==> config.mk <==
export PLATFORM = sky130hd
export DESIGN_NAME = qrs_sequencer
export DESIGN_NICKNAME = d
export VERILOG_FILES = /design/src/rtl/qrs_pkg.sv /design/src/rtl/qrs_timing_dp.sv /design/src/rtl/qrs_seq_ctrl.sv /design/src/rtl/qrs_sequencer.sv
export SDC_FILE = /design/constraint.sdc
export NUM_CORES = 1
export LEC_CHECK = 0
export BUFFER_PORTS_ARGS = -buffer_cell sky130_fd_sc_hd__buf_2
export CORE_MARGIN = 5
export CORE_UTILIZATION = 45
export CTS_CLUSTER_DIAMETER = 100
export DETAILED_ROUTE_END_ITERATION = 10
export GPL_TIMING_DRIVEN = 0
export HOLD_SLACK_MARGIN = 0.08
export SYNTH_ARGS = -nofsm -noshare
export SYNTH_HDL_FRONTEND = slang
export SYNTH_SLANG_ARGS = --single-unit
==> constraint.sdc <==
create_clock -name clk -period 5 [get_ports clk]
set_clock_uncertainty 0.2 [all_clocks]
set_input_delay 1 -clock clk [delete_from_list [all_inputs] [get_ports clk]]
set_output_delay 1 -clock clk [all_outputs]
set_load 0.005 [all_outputs]
==> src/rtl/qrs_pkg.sv <==
package qrs_pkg;

  typedef enum logic [1:0] {
    ST_OFF    = 2'd0,
    ST_SEARCH = 2'd1,
    ST_ARM    = 2'd2,
    ST_ON     = 2'd3
  } seqStateT;

  // control -> datapath strobes
  typedef struct packed {
    logic clrCnt;
    logic latchOff;
  } seqStrobeT;

  // datapath -> control timer flags
  typedef struct packed {
    logic offDone;
    logic searchExpired;
    logic blankOver;
    logic onMaxHit;
    logic dlyDone;
  } tmrFlagsT;

  function automatic int maxInt(input int a, input int b);
    return (a > b) ? a : b;
  endfunction

endpackage

==> src/rtl/qrs_timing_dp.sv <==
module qrs_timing_dp
  import qrs_pkg::*;
#(
  parameter int FB_W        = 8,
  parameter int CNT_W       = 13,
  parameter int LF_OFF_MIN  = 800,
  parameter int LF_OFF_MAX  = 3800,
  parameter int LF_TIMEOUT  = 900,
  parameter int LF_SHIFT    = 6,
  parameter int HF_OFF_MIN  = 300,
  parameter int HF_OFF_MAX  = 1300,
  parameter int HF_TIMEOUT  = 500,
  parameter int HF_SHIFT    = 4,
  parameter int HI_KNEE     = 107,
  parameter int LO_KNEE     = 61,
  parameter int GREEN_HYST  = 5,
  parameter int BLANK_CYC   = 63,
  parameter int ON_MAX_CYC  = 4500,
  parameter int VALLEY_DLY  = 15
) (
  input  logic            clk,
  input  logic            rst,
  input  logic            hfSelIn,
  input  logic [FB_W-1:0] fbCode,
  input  seqStrobeT       strb,
  output tmrFlagsT        flags
);

  localparam int RAMP_W = CNT_W + FB_W + 1;
  localparam logic [FB_W-1:0] KNEE_HI  = FB_W'(HI_KNEE);
  localparam logic [FB_W-1:0] KNEE_LO  = FB_W'(LO_KNEE);
  localparam logic [FB_W-1:0] GREEN_ON = FB_W'(HI_KNEE - GREEN_HYST);
  localparam int NUM_VAR = 2;

  logic             useHf;
  logic             greenMode;
  logic [CNT_W-1:0] cnt;
  logic [CNT_W-1:0] offTarget;
  logic [CNT_W-1:0] nextOff;
  logic [CNT_W-1:0] searchLen;
  logic [FB_W-1:0]  kneeGap;
  logic [CNT_W-1:0] varTarget [NUM_VAR];
  logic [CNT_W-1:0] varTimeout [NUM_VAR];

  // timing-set choice, taken only while reset is held
  always_ff @(posedge clk) begin
    if (rst) useHf <= hfSelIn;
  end

  // light-load mode with hysteresis
  always_ff @(posedge clk) begin
    if (rst)                   greenMode <= 1'b0;
    else if (fbCode >= KNEE_HI)  greenMode <= 1'b0;
    else if (fbCode < GREEN_ON)  greenMode <= 1'b1;
  end

  assign kneeGap = (fbCode < KNEE_HI) ? (KNEE_HI - fbCode) : '0;

  // one off-time ramp per timing set
  for (genvar v = 0; v < NUM_VAR; v++) begin : g_var
    localparam int VMIN   = (v == 0) ? LF_OFF_MIN : HF_OFF_MIN;
    localparam int VMAX   = (v == 0) ? LF_OFF_MAX : HF_OFF_MAX;
    localparam int VTO    = (v == 0) ? LF_TIMEOUT : HF_TIMEOUT;
    localparam int VSHIFT = (v == 0) ? LF_SHIFT   : HF_SHIFT;

    logic [RAMP_W-1:0] ramp;

    assign ramp = RAMP_W'(VMIN) + (RAMP_W'(kneeGap) << VSHIFT);

    always_comb begin
      if (!greenMode)
        varTarget[v] = CNT_W'(VMIN);
      else if (fbCode <= KNEE_LO)
        varTarget[v] = CNT_W'(VMAX);
      else if (ramp > RAMP_W'(VMAX))
        varTarget[v] = CNT_W'(VMAX);
      else
        varTarget[v] = ramp[CNT_W-1:0];
    end

    assign varTimeout[v] = CNT_W'(VTO);
  end

  assign nextOff   = useHf ? varTarget[1]  : varTarget[0];
  assign searchLen = useHf ? varTimeout[1] : varTimeout[0];

  // off-time latched at gate fall (or each fault cycle)
  always_ff @(posedge clk) begin
    if (rst)
      offTarget <= hfSelIn ? CNT_W'(HF_OFF_MIN) : CNT_W'(LF_OFF_MIN);
    else if (strb.latchOff)
      offTarget <= nextOff;
  end

  // shared phase counter, saturating
  always_ff @(posedge clk) begin
    if (rst || strb.clrCnt) cnt <= '0;
    else if (cnt != '1)     cnt <= cnt + CNT_W'(1);
  end

  assign flags.offDone       = (cnt == offTarget - CNT_W'(1));
  assign flags.searchExpired = (cnt == searchLen - CNT_W'(1));
  assign flags.blankOver     = (cnt >= CNT_W'(BLANK_CYC));
  assign flags.onMaxHit      = (cnt == CNT_W'(ON_MAX_CYC - 1));
  assign flags.dlyDone       = (cnt == CNT_W'(VALLEY_DLY - 1));

endmodule

==> src/rtl/qrs_seq_ctrl.sv <==
module qrs_seq_ctrl
  import qrs_pkg::*;
(
  input  logic      clk,
  input  logic      rst,
  input  logic      valleyIn,
  input  logic      csTripIn,
  input  logic      faultIn,
  input  tmrFlagsT  flags,
  output seqStrobeT strb,
  output logic      gateOn
);

  seqStateT state, nextState;

  always_ff @(posedge clk) begin
    if (rst) state <= ST_OFF;
    else     state <= nextState;
  end

  always_comb begin
    nextState     = state;
    strb.clrCnt   = 1'b0;
    strb.latchOff = 1'b0;
    if (faultIn) begin
      nextState     = ST_OFF;
      strb.clrCnt   = 1'b1;
      strb.latchOff = 1'b1;
    end else begin
      unique case (state)
        ST_OFF: begin
          if (flags.offDone) begin
            nextState   = ST_SEARCH;
            strb.clrCnt = 1'b1;
          end
        end
        ST_SEARCH: begin
          if (valleyIn) begin
            nextState   = ST_ARM;
            strb.clrCnt = 1'b1;
          end else if (flags.searchExpired) begin
            nextState   = ST_ON;
            strb.clrCnt = 1'b1;
          end
        end
        ST_ARM: begin
          if (flags.dlyDone) begin
            nextState   = ST_ON;
            strb.clrCnt = 1'b1;
          end
        end
        ST_ON: begin
          if (flags.onMaxHit || (csTripIn && flags.blankOver)) begin
            nextState     = ST_OFF;
            strb.clrCnt   = 1'b1;
            strb.latchOff = 1'b1;
          end
        end
        default: nextState = ST_OFF;
      endcase
    end
  end

  assign gateOn = (state == ST_ON);

endmodule

==> src/rtl/qrs_sequencer.sv <==
module qrs_sequencer
  import qrs_pkg::*;
#(
  parameter int FB_W        = 8,
  parameter int LF_OFF_MIN  = 800,
  parameter int LF_OFF_MAX  = 3800,
  parameter int LF_TIMEOUT  = 900,
  parameter int LF_SHIFT    = 6,
  parameter int HF_OFF_MIN  = 300,
  parameter int HF_OFF_MAX  = 1300,
  parameter int HF_TIMEOUT  = 500,
  parameter int HF_SHIFT    = 4,
  parameter int HI_KNEE     = 107,
  parameter int LO_KNEE     = 61,
  parameter int GREEN_HYST  = 5,
  parameter int BLANK_CYC   = 63,
  parameter int ON_MAX_CYC  = 4500,
  parameter int VALLEY_DLY  = 15
) (
  input  logic            clk,
  input  logic            rst,
  input  logic            hfSelIn,
  input  logic [FB_W-1:0] fbCode,
  input  logic            valleyIn,
  input  logic            csTripIn,
  input  logic            faultIn,
  output logic            gateOut
);

  localparam int LONGEST = maxInt(maxInt(LF_OFF_MAX, HF_OFF_MAX),
                                  maxInt(maxInt(LF_TIMEOUT, HF_TIMEOUT),
                                         maxInt(ON_MAX_CYC, maxInt(BLANK_CYC, VALLEY_DLY))));
  localparam int CNT_W = $clog2(LONGEST + 1);

  seqStrobeT strb;
  tmrFlagsT  flags;
  logic      gateOn;

  qrs_timing_dp #(
    .FB_W(FB_W), .CNT_W(CNT_W),
    .LF_OFF_MIN(LF_OFF_MIN), .LF_OFF_MAX(LF_OFF_MAX), .LF_TIMEOUT(LF_TIMEOUT), .LF_SHIFT(LF_SHIFT),
    .HF_OFF_MIN(HF_OFF_MIN), .HF_OFF_MAX(HF_OFF_MAX), .HF_TIMEOUT(HF_TIMEOUT), .HF_SHIFT(HF_SHIFT),
    .HI_KNEE(HI_KNEE), .LO_KNEE(LO_KNEE), .GREEN_HYST(GREEN_HYST),
    .BLANK_CYC(BLANK_CYC), .ON_MAX_CYC(ON_MAX_CYC), .VALLEY_DLY(VALLEY_DLY)
  ) u_dp (
    .clk(clk), .rst(rst), .hfSelIn(hfSelIn), .fbCode(fbCode),
    .strb(strb), .flags(flags)
  );

  qrs_seq_ctrl u_ctrl (
    .clk(clk), .rst(rst), .valleyIn(valleyIn), .csTripIn(csTripIn),
    .faultIn(faultIn), .flags(flags), .strb(strb), .gateOn(gateOn)
  );

  // fault acts without waiting for the next clock edge
  assign gateOut = gateOn & ~faultIn;

endmodule

* Word level (Yosys, flattened, before mapping)
Cells that the tools add are included.
Storage, ports and cells: register bits after elaboration 30, output and inout port bits 1, word-level logic and storage cells 66, input port bits 14
Cells by class: muxes and demuxes 26, bitwise logic cells 2, eq/ne operators 12, $add $sub $neg 6, $lt $le $gt $ge 7, reduce and logical (&&, ||, !) cells 8
Operator list (number):
- $mux 13 | 9
- $eq 13x13->1 | 2
- $sub 13x1->13 const B | 2
- $gt 22x11->1 const B | 1
- $gt 22x12->1 const B | 1
- $mux 10 | 2
- $lt 8x7->1 const B | 2
- $add 10x14->15 const A | 1
- $mux 2 | 7
- $add 13x1->13 const B | 1
- $add 9x12->13 const A | 1
- $eq 13x13->1 const B | 1
- $eq 13x4->1 const B | 1
- $ge 13x6->1 const B | 1
- $ne 13x13->1 const B | 1
- $ge 8x7->1 const B | 1
- $le 8x6->1 const B | 1
- $mux 8 | 1
- $pmux 2 s4 | 1
- $sub 7x8->8 const A | 1
- $mux 1 | 5
- $eq 2x2->1 const B | 2
- $ne 2x2->1 const B | 2
- $pmux 1 s4 | 1
- 11 further kinds | 13

* Logic depth before layout (Yosys ltp)
depth in word-level cells 10, mapped depth 14, mapped depth without buffers 14

* Hierarchy
A second synthesis with hierarchy kept.
Unflattened totals: cell total of the unflattened synthesis 289, area total of the unflattened synthesis 2476.1 um^2
Modules (own cells, without submodules):
- qrs_timing_dp | sequential area each 640.6 um^2, area an instance 2208.4 um^2, cells each 259, times used 1
- qrs_seq_ctrl | sequential area each 40.0 um^2, area an instance 254.0 um^2, cells each 29, times used 1
- qrs_sequencer | sequential area each 0.0 um^2, area an instance 13.8 um^2, cells each 1, times used 1

* Worst setup path before layout
No wires, ideal clock.
kind input -> register, start input fbCode[2], end register u_dp.offTarget[5] (data pin), stages on the path 13, data arrival time 3.250 ns, slack 1.290 ns, path through ha_1 > o211ai_2 > nand2_1 > nor2_1 > nand2_1 > inv_1 > ha_1 > nand2_1 > a211oi_2 > xnor2_1 > o31ai_1 > and3_1 > a221o_1
On the way: word-level cells in the longest chain between the ends 10
RTL lines:
- start: declaration | RTL line qrs_sequencer.sv:23 | input logic [FB_W-1:0] fbCode,
- $sub 7x8->8 or $lt 8x7->1 (tied branches) | RTL line qrs_timing_dp.sv:57 | assign kneeGap = (fbCode < KNEE_HI) ? (KNEE_HI - fbCode) : '0;
- $mux 8 | RTL line qrs_timing_dp.sv:57
- $add 10x14->15 or $add 9x12->13 (tied branches) | RTL line qrs_timing_dp.sv:68 | assign ramp = RAMP_W'(VMIN) + (RAMP_W'(kneeGap) << VSHIFT);
- $gt 22x12->1 or $gt 22x11->1 (tied branches) | RTL line qrs_timing_dp.sv:75 | else if (ramp > RAMP_W'(VMAX))
- $mux 13 | RTL line qrs_timing_dp.sv:75
- $mux 13 | RTL line qrs_timing_dp.sv:73 | else if (fbCode <= KNEE_LO)
- $mux 13 | RTL line qrs_timing_dp.sv:71 | if (!greenMode)
- $mux 13 * | RTL line qrs_timing_dp.sv:84 | assign nextOff = useHf ? varTarget[1] : varTarget[0];
- $mux 13 * | RTL line qrs_timing_dp.sv:91 | else if (strb.latchOff)
- $mux 13 * | RTL line qrs_timing_dp.sv:89 | if (rst)
- end signal: assignment | RTL line qrs_timing_dp.sv:90 | offTarget <= hfSelIn ? CNT_W'(HF_OFF_MIN) : CNT_W'(LF_OFF_MIN);
- end signal: assignment | RTL line qrs_timing_dp.sv:92 | offTarget <= nextOff;
- end: declaration | RTL line qrs_timing_dp.sv:38 | logic [CNT_W-1:0] offTarget;
Every way passes the cells marked *; elsewhere a longest branch is shown, timed or not. The select of a mux whose other input is x is not followed. A chain may end at the register's enable or synchronous reset.

* Worst setup path in the final report
Same ends and word-level chain as after synthesis.

==> impl_results.md <==
* Yosys Warn Count at 0
* Post-synthesis sequential area ratio at 0.2942
* Syn_nets at 303
* Post-DR wirelength/cell at 13.99 um
* Peak supply drop at 136.4 uV
* Via Count at 1972
* Register-to-Register Path Depth at 10
* Synth cell types at 60
* Setup Fix Bufs, Post-CTS at 0
* Antenna Cells at 0
* Hold depth at 2
* Cell mode on critical path: nand2_1
* DIE AREA at 6675 sq um
* Max Cap Viol at 0
* Clk pin slew, worst setup/hold paths at 0.09 ns
* Count of input and output buffers at 13
* RSZ-0062 raised after global routing: no
* Max Clk Rate at 253.5 MHz
* Die span in y at 81.70 um
* Cell taking the most area after synthesis: edfxtp_1
* Initial core utilization at 0.4588
* Hold Path Class: reg2reg
* CP max stage cell: o211ai_2
* Met1 Usage GRT at 0.2636
* Pwr dens at 188.7 nW/um^2
* DR iter-0 viols at 111
* Total CTS buffers at 3
* Total power at 475.3 uW
* DRC at 0
* Post-CTS Hold Buffers at 0
* P_leak at 0.001023 uW
* Worst setup path class: in2reg
* CP top delay family: compound AO/OA/AOI/OAI gates
* Total routed wirelength at 5066 um
* Skew-Pair Late Insertion Delay at 0.27 ns
* Reg-to-Reg End: u_dp.cnt[5]$_SDFFE_PP0P_
* Root buffer cell: clkbuf_8
* GR Util met3 at 0.02632
* Kind of end point of the critical path: flop
* Post-synth EDFFs at 12
* Gr usage total at 0.1663
* First-pass GRT wire length at 8845 um
* # resized after CTS at 0
* Cell breakdown of the critical path: buf_2 -> ha_1 -> o211ai_2 -> nand2_1 -> nor2_1 -> nand2_1 -> inv_1 -> ha_1 -> nand2_1 -> a211oi_2 -> xnor2_1 -> o31ai_1 -> and3_1 -> a221o_1
* CTS sink cnt at 28
* Fin crit period at 3.945 ns
* DP Wirelength at 4124 um
* Die width at 81.70 um
* Initial antenna violation count at 0
* Critical Path RT at 4.83 ns
* Share of cells above drive strength 1 at 0.1301
* Met2 usage at 0.2402
* H-tree depth at 1
* Flop2flop setup slack at 2.11 ns
* Final Cycle Share at 0.7890
* TNS Setup at 0 ns
* Ports at 15
* Slowest stage delay, CP at 0.32 ns
* Placed insts at 358
* Slack of the critical path at 1.055 ns
* Syn_area_per_cell at 8.443 sq um
* Area of the multi-input gates at 1505 sq um
* Post-synth top cells: nor2_1, inv_1, nand2_1
* Post-Syn Instances at 274
* Core ar. at 5042 sq um
* Final Max Slew Viols at 0
* Post-synthesis register bit count at 28
* Slew HR at 0.5547
* Top cells by area, synth: edfxtp_1, dfxtp_1, ha_1, xor2_1, nor2_1
* Hold Vio Cnt, Final at 0
* Vias/cell at 5.448
* Total Nets Final at 322
* Gp weighted congestion at 0.8181
* Synth top area share at 0.1558
* Buf+Inv Stages, Crit Path at 2
* Ys flop type: dfxtp_1
* Async SR Flop Fraction at 0
* First-pass DRT Iterations at 4
* Routed Antenna Nets at 0
* # fillers at 504
* Sequential cell area at 680.7 sq um
* Startpoint of the worst hold path: u_ctrl.state[1]$_SDFFE_PP0P_
* Synthesized area at 2313 sq um
* Crit path launch type: input pin
* Worst slack at placement at 0.8079 ns
* Crit-path max FO at 6
* Data arrival, critical path at 3.78 ns
* TritonCTS clock tree: built
* Top-count cell post-synth: nor2_1
* Worst reg2reg startpoint: u_dp.offTarget[2]$_DFFE_PP_
* Least-Margin Pin Slew at 0.6619 ns
* Largest net degree at the start of global routing at 16
* WHS Endpoint: u_ctrl.state[1]$_SDFFE_PP0P_
* Status: complete, no violations
* Busiest layer in global routing: met1
* Final setup violation count at 0
* Vias in the first global route at 1868
* Area grow syn2layout at 8.870%
* Grt ovf at 0
* Clock tree buffer depth at 2
* Row count at 26
* Non-Filler Instances at 362
## how the worst max path moves through the flow
| stage | to | cells after the start | from |
|---|---|---|---|
| CTS | u_dp.offTarget[5]$_SDFFCE_PP1P_ | 14 | fbCode[2] |
| finish | u_dp.offTarget[5]$_SDFFCE_PP1P_ | 14 | fbCode[2] |
| detailed placement | u_dp.offTarget[5]$_SDFFCE_PP1P_ | 14 | fbCode[2] |
| global placement | u_dp.offTarget[5]$_SDFFCE_PP1P_ | 14 | fbCode[2] |
| global route | u_dp.offTarget[5]$_SDFFCE_PP1P_ | 14 | fbCode[2] |
| floorplan | u_dp.offTarget[5]$_SDFFCE_PP1P_ | 13 | fbCode[2] |
## report_power, final
part	total (uW)	internal, uW	switching [uW]
logic	97.0	38.9	58.1
registers	255	247	8.67
clock network	123	55.1	67.9
## layer usage
layer	wire [um]	vias to the layer above
li1	-	1023
met1	2707	913
met2	2142	34
met3	198	2
met4	18	0
met5	0	-
## stage by stage
stage	area [sq um]	hold slack, ns	util
CTS	2519	0.3472	0.4995
global placement	2466	0.3351	0.4891
global route	2519	0.4052	0.4995
floorplan	2313	0.2936	-
detailed placement	2474	0.3328	0.4906
finish	2519	0.3402	0.4995
## sequential cells by signal (all words and copies together) (netlist names)
signal          cells
u_ctrl.state        2
u_dp.cnt           13
u_dp.offTarget     11
u_dp.useHf          1
u_dp.greenMode      1
## worst register-to-register path, cell delays in order, from the launching register on
cell	delay, ns
edfxtp_1	0.45
inv_1	0.09
ha_1	0.18
nor3b_2	0.30
a21oi_1	0.14
or3_1	0.40
nor4_1	0.29
nand2_1	0.09
a31oi_1	0.34
buf_4	0.25
nor2_1	0.06
## logic make-up (layout without fill, tap and decap cells)
kind of cell / count (synthesis) / after routing / synth area share
other: 1 / 1 / 0.001621
and+or+nand+nor: 110 / 110 / 0.2531
buffers and inverters: 29 / 47 / 0.05516
adders and majority gates: 15 / 15 / 0.08112
AOI/OAI and AO/OA: 57 / 57 / 0.1817
muxes: 2 / 2 / 0.008654
xor gates and xnor gates: 32 / 32 / 0.1244
DFF: 28 / 28 / 0.2942
## placed cells by master, fill, tap and decap left out, drive strengths merged, types with 3 or more instances in the layout
master,netlist,layout
nor2,30,30
a211oi,5,5
o21ai,7,7
nor4,3,3
edfxtp,12,12
clkbuf,2,5
and3,8,8
a21oi,14,14
nor3,9,9
nand2,21,21
ha,15,15
nand4,7,7
nor3b,3,3
nand3,12,12
a31o,3,3
dfxtp,16,16
buf,6,20
xnor2,13,13
o211ai,5,5
xor2,19,19
inv,21,21
a31oi,3,3
nand2b,5,5
## cell type report
cell class                 count  area share
inverter                      21     0.03130
buffer                         8     0.01937
sequential                    28      0.2702
timing repair buffer          14     0.02881
clock inverter                 1    0.001490
multi-input combinational    217      0.5976
clock buffer                   3     0.01639
tap                           70     0.03477
No activity file was read; power rests on OpenSTA's default activity.
